--- config.mk ---
export PLATFORM = sky130hd
export DESIGN_NAME = ebus_seq
export DESIGN_NICKNAME = d
export VERILOG_FILES = /design/src/rtl/ebus_seq_pkg.sv /design/src/rtl/ebus_cfg_unpack.sv /design/src/rtl/ebus_seq_fsm.sv /design/src/rtl/ebus_strobe_gen.sv /design/src/rtl/ebus_err_log.sv /design/src/rtl/ebus_seq.sv
export SDC_FILE = /design/constraint.sdc
export NUM_CORES = 1
export LEC_CHECK = 0
export CAP_MARGIN = 20
export CORE_UTILIZATION = 51
export DETAILED_ROUTE_END_ITERATION = 6
export HOLD_SLACK_MARGIN = 0.15
export PLACE_DENSITY = 0.95
export SLEW_MARGIN = 0
export SYNTH_ARGS = -nofsm -noshare
export SYNTH_HDL_FRONTEND = slang
export SYNTH_SLANG_ARGS = --single-unit
export TNS_END_PERCENT = 5
--- constraint.sdc ---
create_clock -name clk -period 6.74 [get_ports clk]
set_input_delay 1.348 -clock clk [delete_from_list [all_inputs] [get_ports clk]]
set_output_delay 1.348 -clock clk [all_outputs]
set_load 0.1 [all_outputs]
--- src/rtl/ebus_seq_pkg.sv ---
`timescale 1ns/1ps
package ebus_seq_pkg;

  localparam int CFG_W   = 32;
  // LSB-0 positions of the timing fields (MSB-0 bits 6:8, 12:13, 14:15,
  // 16:17, 18:19, 20:22, 23, 24, 25)
  localparam int BW_LSB  = 23;
  localparam int CD_LSB  = 18;
  localparam int OD_LSB  = 16;
  localparam int LD_LSB  = 14;
  localparam int LA_LSB  = 12;
  localparam int HC_LSB  = 9;
  localparam int RE_POS  = 8;
  localparam int SE_POS  = 7;
  localparam int LM_POS  = 6;

  typedef struct packed {
    logic [2:0] bw;   // wait cycles per beat beyond the first
    logic [1:0] cd;   // chip-select delay after address
    logic [1:0] od;   // read strobe delay after chip select
    logic [1:0] ld;   // lane strobe delay after chip select
    logic [1:0] la;   // lane strobe advance before chip select drop
    logic [2:0] hc;   // hold cycles
    logic       re;   // ready pacing enable
    logic       se;   // transfer on ready edge
    logic       lm;   // lane strobes on reads too
  } tcfg_t;

  typedef enum logic [2:0] {
    S_IDLE  = 3'd0,
    S_LEAD  = 3'd1,
    S_BEAT  = 3'd2,
    S_RWAIT = 3'd3,
    S_RLATE = 3'd4,
    S_HOLD  = 3'd5
  } seq_st_t;

endpackage

--- src/rtl/ebus_cfg_unpack.sv ---
`timescale 1ns/1ps
module ebus_cfg_unpack
  import ebus_seq_pkg::*;
(
  input  logic [CFG_W-1:0] word_i,
  output tcfg_t            cfg_o,
  output logic             err_o
);

  always_comb begin
    cfg_o.bw = word_i[BW_LSB +: 3];
    cfg_o.cd = word_i[CD_LSB +: 2];
    cfg_o.od = word_i[OD_LSB +: 2];
    cfg_o.ld = word_i[LD_LSB +: 2];
    cfg_o.la = word_i[LA_LSB +: 2];
    cfg_o.hc = word_i[HC_LSB +: 3];
    cfg_o.re = word_i[RE_POS];
    cfg_o.se = word_i[SE_POS];
    cfg_o.lm = word_i[LM_POS];
  end

  logic adv_too_big, adv_with_rdy, no_hold_same_edge;

  assign adv_too_big       = {1'b0, cfg_o.la} > cfg_o.bw;
  assign adv_with_rdy      = cfg_o.re && (cfg_o.la != 2'd0);
  assign no_hold_same_edge = cfg_o.re && cfg_o.se && (cfg_o.hc == 3'd0);
  assign err_o = adv_too_big || adv_with_rdy || no_hold_same_edge;

  logic unused_bits;
  assign unused_bits = ^{word_i[31:26], word_i[22:20], word_i[5:0]};

endmodule

--- src/rtl/ebus_seq_fsm.sv ---
`timescale 1ns/1ps
module ebus_seq_fsm
  import ebus_seq_pkg::*;
#(
  parameter int ADDR_W = 32,
  parameter int DATA_W = 32,
  parameter int BE_W   = 4,
  parameter int BEAT_W = 4,
  parameter int TMO_W  = 8
) (
  input  logic              clk,
  input  logic              rst_n,
  input  logic              req_valid_i,
  output logic              req_ready_o,
  input  logic [ADDR_W-1:0] req_addr_i,
  input  logic              req_wr_i,
  input  logic [BE_W-1:0]   req_be_i,
  input  logic [DATA_W-1:0] req_wdata_i,
  input  logic              req_burst_i,
  input  logic [BEAT_W-1:0] req_beats_i,
  input  tcfg_t             cfg_i,
  input  logic              rdy_i,
  input  logic              tmo_en_i,
  input  logic [TMO_W-1:0]  tmo_limit_i,
  output seq_st_t           st_o,
  output logic [2:0]        cnt_o,
  output logic              last_beat_o,
  output logic [1:0]        cs_age_o,
  output tcfg_t             lcfg_o,
  output logic [ADDR_W-1:0] addr_o,
  output logic              wr_o,
  output logic [BE_W-1:0]   be_o,
  output logic [DATA_W-1:0] wdata_o,
  output logic              cap_o,
  output logic              tmo_hit_o
);

  localparam int                TW   = TMO_W + 1;
  localparam logic [ADDR_W-1:0] STEP = ADDR_W'(BE_W);

  seq_st_t           st;
  tcfg_t             lcfg;
  logic [2:0]        cnt;
  logic [2:0]        hcnt;
  logic [1:0]        lcnt;
  logic [1:0]        cs_age;
  logic [BEAT_W-1:0] left;
  logic [TMO_W-1:0]  tcnt;
  logic [ADDR_W-1:0] addr;
  logic              wr;
  logic [BE_W-1:0]   be;
  logic [DATA_W-1:0] wdata;

  logic    in_cs, wait_end, xfer, tmo_hit;
  seq_st_t end_st;

  assign in_cs    = (st == S_BEAT) || (st == S_RWAIT) || (st == S_RLATE);
  assign wait_end = (st == S_BEAT) && (cnt == lcfg.bw);
  assign xfer     = (wait_end && (!lcfg.re || (rdy_i && lcfg.se)))
                 || ((st == S_RWAIT) && rdy_i && lcfg.se)
                 || (st == S_RLATE);
  assign tmo_hit  = (st == S_RWAIT) && !rdy_i && tmo_en_i
                 && ((TW'(tcnt) + TW'(1)) >= TW'(tmo_limit_i));
  assign end_st   = (lcfg.hc != 3'd0) ? S_HOLD : S_IDLE;

  always_ff @(posedge clk or negedge rst_n) begin
    if (!rst_n) begin
      st     <= S_IDLE;
      lcfg   <= '0;
      cnt    <= '0;
      hcnt   <= '0;
      lcnt   <= '0;
      cs_age <= '0;
      left   <= '0;
      tcnt   <= '0;
      addr   <= '0;
      wr     <= 1'b0;
      be     <= '0;
      wdata  <= '0;
    end else begin
      if (in_cs && cs_age != 2'd3) cs_age <= cs_age + 2'd1;
      case (st)
        S_IDLE: begin
          if (req_valid_i) begin
            lcfg   <= cfg_i;
            addr   <= req_addr_i;
            wr     <= req_wr_i;
            be     <= req_be_i;
            wdata  <= req_wdata_i;
            left   <= req_burst_i ? req_beats_i : '0;
            cnt    <= '0;
            lcnt   <= '0;
            cs_age <= '0;
            st     <= (cfg_i.cd != 2'd0) ? S_LEAD : S_BEAT;
          end
        end
        S_LEAD: begin
          lcnt <= lcnt + 2'd1;
          if (lcnt == lcfg.cd - 2'd1) st <= S_BEAT;
        end
        S_BEAT: begin
          if (!wait_end) begin
            cnt <= cnt + 3'd1;
          end else if (!xfer) begin
            if (rdy_i) begin
              st <= S_RLATE;
            end else begin
              st   <= S_RWAIT;
              tcnt <= '0;
            end
          end
        end
        S_RWAIT: begin
          if (tmo_hit) begin
            st   <= end_st;
            hcnt <= '0;
          end else if (!xfer) begin
            if (rdy_i) st <= S_RLATE;
            else       tcnt <= tcnt + TMO_W'(1);
          end
        end
        S_RLATE: ;
        S_HOLD: begin
          hcnt <= hcnt + 3'd1;
          if (hcnt == lcfg.hc - 3'd1) st <= S_IDLE;
        end
        default: st <= S_IDLE;
      endcase
      // a data transfer closes the current beat
      if (xfer) begin
        if (left != '0) begin
          left <= left - BEAT_W'(1);
          addr <= addr + STEP;
          cnt  <= '0;
          st   <= S_BEAT;
        end else begin
          st   <= end_st;
          hcnt <= '0;
        end
      end
    end
  end

  assign req_ready_o = (st == S_IDLE);
  assign st_o        = st;
  assign cnt_o       = cnt;
  assign last_beat_o = (left == '0);
  assign cs_age_o    = cs_age;
  assign lcfg_o      = lcfg;
  assign addr_o      = addr;
  assign wr_o        = wr;
  assign be_o        = be;
  assign wdata_o     = wdata;
  assign cap_o       = xfer;
  assign tmo_hit_o   = tmo_hit;

endmodule

--- src/rtl/ebus_strobe_gen.sv ---
`timescale 1ns/1ps
module ebus_strobe_gen
  import ebus_seq_pkg::*;
#(
  parameter int BE_W = 4
) (
  input  seq_st_t         st_i,
  input  logic [2:0]      cnt_i,
  input  logic            last_beat_i,
  input  logic [1:0]      cs_age_i,
  input  tcfg_t           cfg_i,
  input  logic            wr_i,
  input  logic [BE_W-1:0] be_i,
  output logic            cs_o,
  output logic            oe_o,
  output logic [BE_W-1:0] wbe_o,
  output logic            addr_phase_o,
  output logic            hold_phase_o
);

  logic [3:0] beat_len;
  logic       lane_early_off, lane_on;

  assign cs_o         = (st_i == S_BEAT) || (st_i == S_RWAIT) || (st_i == S_RLATE);
  assign addr_phase_o = (st_i != S_IDLE);
  assign hold_phase_o = (st_i == S_HOLD);
  assign oe_o         = cs_o && !wr_i && (cs_age_i >= cfg_i.od);

  assign beat_len       = {1'b0, cfg_i.bw} + 4'd1;
  assign lane_early_off = (cfg_i.la != 2'd0) && last_beat_i && (st_i == S_BEAT)
                       && (({1'b0, cnt_i} + {2'b00, cfg_i.la}) >= beat_len);
  assign lane_on        = cs_o && (wr_i || cfg_i.lm) && (cs_age_i >= cfg_i.ld)
                       && !lane_early_off;

  for (genvar g = 0; g < BE_W; g++) begin : g_lane
    assign wbe_o[g] = lane_on && be_i[g];
  end

  logic unused_cfg;
  assign unused_cfg = ^{cfg_i.cd, cfg_i.hc, cfg_i.re, cfg_i.se};

endmodule

--- src/rtl/ebus_err_log.sv ---
`timescale 1ns/1ps
module ebus_err_log #(
  parameter int ADDR_W = 32
) (
  input  logic              clk,
  input  logic              rst_n,
  input  logic              hit_i,
  input  logic [ADDR_W-1:0] addr_i,
  input  logic              wr_i,
  input  logic              clr_i,
  output logic              pulse_o,
  output logic              valid_o,
  output logic [ADDR_W-1:0] addr_o,
  output logic              wr_o
);

  always_ff @(posedge clk or negedge rst_n) begin
    if (!rst_n) begin
      pulse_o <= 1'b0;
      valid_o <= 1'b0;
      addr_o  <= '0;
      wr_o    <= 1'b0;
    end else begin
      pulse_o <= hit_i;
      if (hit_i) begin
        valid_o <= 1'b1;
        addr_o  <= addr_i;
        wr_o    <= wr_i;
      end else if (clr_i) begin
        valid_o <= 1'b0;
      end
    end
  end

endmodule

--- src/rtl/ebus_seq.sv ---
`timescale 1ns/1ps
module ebus_seq
  import ebus_seq_pkg::*;
#(
  parameter int ADDR_W = 32,
  parameter int DATA_W = 32,
  parameter int BEAT_W = 4,
  parameter int TMO_W  = 8,
  localparam int BE_W  = DATA_W / 8
) (
  input  logic              clk,
  input  logic              rst_n,
  input  logic              req_valid_i,
  output logic              req_ready_o,
  input  logic [ADDR_W-1:0] req_addr_i,
  input  logic              req_wr_i,
  input  logic [BE_W-1:0]   req_be_i,
  input  logic [DATA_W-1:0] req_wdata_i,
  input  logic              req_burst_i,
  input  logic [BEAT_W-1:0] req_beats_i,
  input  logic [CFG_W-1:0]  cfg_word_i,
  input  logic              rdy_i,
  input  logic              tmo_en_i,
  input  logic [TMO_W-1:0]  tmo_limit_i,
  input  logic              err_clr_i,
  output logic [ADDR_W-1:0] bus_addr_o,
  output logic              bus_wr_o,
  output logic [DATA_W-1:0] bus_wdata_o,
  output logic              cs_o,
  output logic              oe_o,
  output logic [BE_W-1:0]   wbe_o,
  output logic              addr_phase_o,
  output logic              hold_phase_o,
  output logic              cap_o,
  output logic              err_pulse_o,
  output logic              err_valid_o,
  output logic [ADDR_W-1:0] err_addr_o,
  output logic              err_wr_o,
  output logic              cfg_err_o
);

  tcfg_t             cfg_new, cfg_live;
  seq_st_t           st;
  logic [2:0]        cnt;
  logic              last_beat;
  logic [1:0]        cs_age;
  logic [BE_W-1:0]   be;
  logic              tmo_hit;

  ebus_cfg_unpack u_cfg (
    .word_i (cfg_word_i),
    .cfg_o  (cfg_new),
    .err_o  (cfg_err_o)
  );

  ebus_seq_fsm #(
    .ADDR_W (ADDR_W), .DATA_W (DATA_W), .BE_W (BE_W),
    .BEAT_W (BEAT_W), .TMO_W  (TMO_W)
  ) u_fsm (
    .clk         (clk),
    .rst_n       (rst_n),
    .req_valid_i (req_valid_i),
    .req_ready_o (req_ready_o),
    .req_addr_i  (req_addr_i),
    .req_wr_i    (req_wr_i),
    .req_be_i    (req_be_i),
    .req_wdata_i (req_wdata_i),
    .req_burst_i (req_burst_i),
    .req_beats_i (req_beats_i),
    .cfg_i       (cfg_new),
    .rdy_i       (rdy_i),
    .tmo_en_i    (tmo_en_i),
    .tmo_limit_i (tmo_limit_i),
    .st_o        (st),
    .cnt_o       (cnt),
    .last_beat_o (last_beat),
    .cs_age_o    (cs_age),
    .lcfg_o      (cfg_live),
    .addr_o      (bus_addr_o),
    .wr_o        (bus_wr_o),
    .be_o        (be),
    .wdata_o     (bus_wdata_o),
    .cap_o       (cap_o),
    .tmo_hit_o   (tmo_hit)
  );

  ebus_strobe_gen #(.BE_W (BE_W)) u_strb (
    .st_i         (st),
    .cnt_i        (cnt),
    .last_beat_i  (last_beat),
    .cs_age_i     (cs_age),
    .cfg_i        (cfg_live),
    .wr_i         (bus_wr_o),
    .be_i         (be),
    .cs_o         (cs_o),
    .oe_o         (oe_o),
    .wbe_o        (wbe_o),
    .addr_phase_o (addr_phase_o),
    .hold_phase_o (hold_phase_o)
  );

  ebus_err_log #(.ADDR_W (ADDR_W)) u_err (
    .clk     (clk),
    .rst_n   (rst_n),
    .hit_i   (tmo_hit),
    .addr_i  (bus_addr_o),
    .wr_i    (bus_wr_o),
    .clr_i   (err_clr_i),
    .pulse_o (err_pulse_o),
    .valid_o (err_valid_o),
    .addr_o  (err_addr_o),
    .wr_o    (err_wr_o)
  );

endmodule

==> flow_summary.toml, run 1 <==
[outcome]
outcome = "finished clean"

[synthesis]
synth_nets = 946
synth_top_area_share_pct = 49.42
synth_area_leaders = "dfrtp_1 49%, nand2_1 9.6%, mux2_2 5.5%, ha_1 4.9%, a21oi_1 3.3%"
ys_seq_elements = 146
seq_area_frac_synth_pct = 49.42
avgSynthCellArea_sq_um = 9.288
netlist_area_sq_um = 7393
synth_edf_count = 0
synthDistinctLibCells = 63
syn_inst = 796
yosysTopAreaCell = "dfrtp_1"
ys.warnings.count = 0
synth_async_sr_flop_share_pct = 100.0
synth_top_flop_cell = "dfrtp_1"

[clocking]
postCtsSetupRepairBufs = 0
root_buffer = "clkbuf_16"
clock-sinks = 146
path_clk_slew_ps = 60
insertion_delay_ps = 430
cts_buffers = 17
cts_tree = "done"
clockBufferDepth = 2
cts_resized = 0
htree_levels = 4
postCtsHoldBufs = 0

[place]
dp_hpwl_microns = 14340
port_buffers = 215
place_congestion = 0.8622

[global_routing]
use_met1_pct = 33.07
met2_usage_pct = 47.47
antenna_found_initial = 0
grt_busiest_layer = "met2"
grt_overflow = 0
grt_pass1_vias = 6700
grt_pass1_wl_microns = 32310
met3_usage_pct = 7.296
groute.usage.overall_pct = 27.87
grt_max_degree = 84

[layout]
area_growth_pct = 38.23
final_cell_mix = "214 x clkdlybuf4s50_1, 189 x nand2_1, 146 x dfrtp_1, 65 x nor2_1, 47 x a21oi_1"
antenna_cells = 0
drive_gt1_share_pct = 8.983
multiInputGateArea_sq_um = 3451
fill_cells = 958
ff_latch_area_sq_um = 3654
layout_commonest_cell = "clkdlybuf4s50_1"
final_nets = 1150

[die]
rows = 43
dieWidth_microns = 122.4
coreArea_sq_um = 13990
fp.dieH_microns = 122.4
floorplan.die_area_sq_um = 14980
ioPinCount = 231
initial_utilization_pct = 52.85

[critical_path]
cp_common_cell = "ha_1"
criticalPathCategory = "flip-flop to output port"
crit_path_end_kind = "output port"
slowest_delay_ps = 970
crit_fanout = 4
worstPathArrival_ps = 4020
cp.required_ps = 5390
cp_cell_sequence = "ha_1 > fa_1 > xor2_1 > ha_1 > a21o_1 > a21oi_1 > o41ai_1 > clkbuf_2 > nor2_1 > clkdlybuf4s50_1"
critPathLaunchType = "flip-flop"
rrSetupSlack_ps = 3510
slowest_stage = "clkdlybuf4s50_1"

[detailed_routing]
antenna_left = 0
drt-pass1-iter-count = 5
drt_wl_total_microns = 20210
drcViolationCount = 0
dr_total_vias = 6669
vias_per_cell = 5.590
drt-wirelength-per-cell_microns = 16.94
drt_first_iter_violations = 449

[timing]
maxSlewViolCount = 0
relSlewSlack_pct = 31.05
worst_pin_slew_ps = 1031
fin_worst_skew_ps = 12.44
min_period_over_period_pct = 79.65
clock.fmax_mhz = 186.3
tns_ps = 0
min_period_ps = 5369
hold_violations = 0
grt_setup_unrepaired = "no"
setup_viol = 0

[min_path]
hp-class = "flip-flop to flip-flop"

[run]
cap_violations = 0
==> layer usage <==
layer / up-vias / part of all wire [%]
met3: 52 / 6.7
met1: 3207 / 40
met2: 267 / 50
met4: 0 / 3.1
met5: - / 0
li1: 3143 / -
==> synthesized netlist by cell type, types with 3 or more instances <==
cell        n
nand2_1   190
dfrtp_1   146
nor2_1     65
a21oi_1    49
o21ai_0    38
mux2_2     36
inv_1      35
ha_1       29
nand3_1    21
clkbuf_1   17
nor3_1     16
xnor2_1    13
a211oi_1    9
a311oi_1    9
buf_2       9
a21o_1      8
nand2b_1    8
o22ai_1     8
nand4_1     7
a22o_1      5
and3_1      5
buf_1       5
nor2b_1     5
o31ai_1     4
a31oi_1     3
buf_6       3
nand3b_1    3
o21ai_1     3
or3_1       3
==> area by class of cell <==
cell class	count	share of cell area [%]
flip-flops and latches	146	35.75
multi-input cells	579	33.77
repair buffers	221	21.49
clock buffers	19	4.432
well taps	180	2.204
inverters	35	1.286
clock inverters	13	1.077
==> final timing paths <==
kind | startpoint | end | depth (start not counted)
min in group asynchronous | rst_n | u_err.addr_o[11] | 1
max reg2reg | u_fsm.tcnt[0] | u_fsm.tcnt[0] | 11
max | u_fsm.cnt_o[0] | wbe_o[0] | 10
min | u_fsm.wdata_o[6] | u_fsm.wdata_o[6] | 2
min reg2reg | u_fsm.wdata_o[6] | u_fsm.wdata_o[6] | 2
max in group asynchronous | rst_n | u_fsm.addr_o[18] | 2
==> through the flow <==
step           instance area (sq um)  instances  setup slack (ps)  util, %  hold slack (ps)
2_1_floorplan                   7393        796              2236        -            446.7
3_5_place_dp                    9652       1160              1636    69.00            461.8
6_report                       10220       1193              1371    73.06            475.2
5_1_grt                        10220       1193              1211    73.06            499.5
3_3_place_gp                    9652       1160              1663    69.00            457.1
4_1_cts                        10210       1192              1199    73.02            476.5
==> cells by family (layout without fill, tap and decap cells) <==
| kind of cell | after synthesis | in the layout | synth area share (%) |
|---|---|---|---|
| adders and majority gates | 30 | 30 | 5.179 |
| xor gates and xnor gates | 15 | 15 | 1.777 |
| AOI/OAI and AO/OA | 158 | 158 | 13.50 |
| muxes | 37 | 37 | 5.619 |
| DFF | 146 | 146 | 49.42 |
| buffers and inverters | 71 | 288 | 4.163 |
| and+or+nand+nor | 339 | 339 | 20.34 |
==> critical path: cells and delay by family, from the launching register on <==
| family | cells | cell delay, ps |
|---|---|---|
| buffers and inverters | 2 | 1250 |
| AOI/OAI and AO/OA | 3 | 760 |
| and+or+nand+nor | 1 | 50 |
| adders and majority gates | 3 | 920 |
| DFF | 1 | 440 |
| xor gates and xnor gates | 1 | 170 |
==> flip-flops by register name, summed over array words and instances (netlist names), 3 cells and up <==
| name | cells |
|---|---|
| u_fsm.lcfg_o | 17 |
| u_err.addr_o | 32 |
| u_fsm.hcnt | 3 |
| u_fsm.tcnt | 8 |
| u_fsm.cnt_o | 3 |
| u_fsm.st_o | 3 |
| u_fsm.addr_o | 32 |
| u_fsm.left | 4 |
| u_fsm.be_o | 4 |
| u_fsm.wdata_o | 32 |
Power of run 1 is left out: the tool's default activity adds up to more than one toggle a clock period on the data nets, which glitch-free logic cannot reach.
==> inputs of run 2 (changes only) <==
- CORE_UTILIZATION: 51 -> 47
- PLACE_DENSITY: 0.95 -> 0.92
- clock period: 6.74 -> 5.2 ns (I/O delays scaled with it)
==> run 2 against run 1 <==
Clock-buffer cell count grew 2. Die area grew 8.4%. Via count shrank 0.46%. First-iteration DRC count grew 10%. Final area grew 0.49%. Clock skew shrank 3.7 ps. Global-route usage shrank 2.6 points. Cell count grew 2.8%. Critical path depth shrank 1. Sequential share of layout area shrank 0.17 points. Critical path type unchanged.
==> flow_summary.toml, run 2 (same netlist as run 1, synthesis figures left out) <==
[die]
rows = 45
floorplan.die_area_sq_um = 16240
ioPinCount = 231
initial_utilization_pct = 48.45
dieWidth_microns = 127.4
fp.dieH_microns = 127.4
coreArea_sq_um = 15260

[place]
dp_hpwl_microns = 14020
place_congestion = 0.8596
port_buffers = 215

[detailed_routing]
routed-wl-met2_microns = 9705
wl_met1_microns = 8206
drcViolationCount = 0
drt_first_iter_violations = 496
wl_met3_microns = 1220
drt-pass1-iter-count = 6
drt-wirelength-per-cell_microns = 16.18
vias_per_cell = 5.414
drt_wl_total_microns = 19840
dr_total_vias = 6638
antenna_left = 0
top_layer = "met4"

[timing]
maxSlewViolCount = 0
hold_violations = 0
tns_ps = 0
timing.hold.ws_ps = 474.9
grt_setup_unrepaired = "no"
min_period_ps = 4297
min_period_over_period_pct = 82.63
setup_viol = 0
fin_worst_skew_ps = 8.744
clock.fmax_mhz = 232.7
worst_pin_slew_ps = 1014
relSlewSlack_pct = 32.21

[critical_path]
critPathLaunchType = "flip-flop"
crit_path_end_kind = "output port"
cp.required_ps = 4160
reg2reg_depth = 11
worstPathArrival_ps = 3260
crit_fanout = 4
criticalPathCategory = "flip-flop to output port"

[run]
cap_violations = 0

[clocking]
insertion_delay_ps = 430
path_clk_slew_ps = 60
clock-sinks = 146
postCtsSetupRepairBufs = 0
cts_resized = 0
cts_buffers = 17
postCtsHoldBufs = 0
cts_tree = "done"
htree_levels = 4
clockBufferDepth = 2
root_buffer = "clkbuf_16"

[layout]
final_nets = 1152
area_growth_pct = 38.91
layout_commonest_cell = "clkdlybuf4s50_1"
fill_cells = 1154
drive_gt1_share_pct = 9.557
antenna_cells = 0
finish.utilization_pct = 67.31
final_cell_mix = "208 x clkdlybuf4s50_1, 189 x nand2_1, 146 x dfrtp_1, 65 x nor2_1, 47 x a21oi_1"

[min_path]
min_path_cells = 2
hp-class = "flip-flop to flip-flop"

[global_routing]
groute.usage.overall_pct = 25.31
antenna_found_initial = 0
grt_pass1_vias = 6565
grt_max_degree = 55
grt_overflow = 0
grt_pass1_wl_microns = 32240

[outcome]
outcome = "finished clean"
[run 2: cell count changes in the layout (fill, tap and decap cells not counted), sizes merged]
| cell | delta |
|---|---|
| clkinvlp | +3 |
| buf | +9 |
| clkdlybuf4s50 | -6 |
| inv | +1 |
| clkbuf | +1 |
| clkinv | -6 |
[run 2: cell type report]
cell class / instances / area [sq um] / share of cell area, %
flip-flops and latches: 146 / 3654 / 35.58
multi-input cells: 579 / 3451 / 33.60
well taps: 211 / 264.0 / 2.571
repair buffers: 223 / 2206 / 21.48
clock inverters: 11 / 103.9 / 1.011
inverters: 35 / 131.4 / 1.279
clock buffers: 21 / 460.4 / 4.483
[run 2: metrics by stage]
step                area (sq um)  std cells  setup WS [ps]
floorplan                   7393        796           1004
global placement            9691       1193           1437
detailed placement          9691       1193           1373
CTS                        10250       1225          903.0
global route               10270       1226          783.6
finish                     10270       1226          903.4
[run 2: worst max-delay path, cell delays in order, from the launching register on]
cell,delay (ps)
dfrtp_1,440
ha_1,240
fa_1,440
ha_1,290
a21o_1,100
a21o_1,110
a21oi_1,60
o41ai_1,770
nor2_1,110
buf_4,280
[run 2: final timing paths]
kind / start / to / slack (ps)
worst max-delay path: u_fsm.cnt_o[0] / wbe_o[3] / 900
worst min-delay path: u_fsm.wdata_o[9] / u_fsm.wdata_o[9] / 470
worst max register to register: u_fsm.tcnt[0] / u_fsm.tcnt[0] / 2010
worst min register to register: u_fsm.wdata_o[9] / u_fsm.wdata_o[9] / 470
max in group asynchronous: rst_n / u_fsm.addr_o[26] / 3610
min in group asynchronous: rst_n / u_err.addr_o[11] / 560
[run 2: routing by layer]
layer	vias to the layer above	track usage [%]
li1	3146	-
met1	3154	31.39
met2	276	42.27
met3	62	5.402
met4	0	11.90
met5	-	0
Power of run 2 is left out for the same reason.
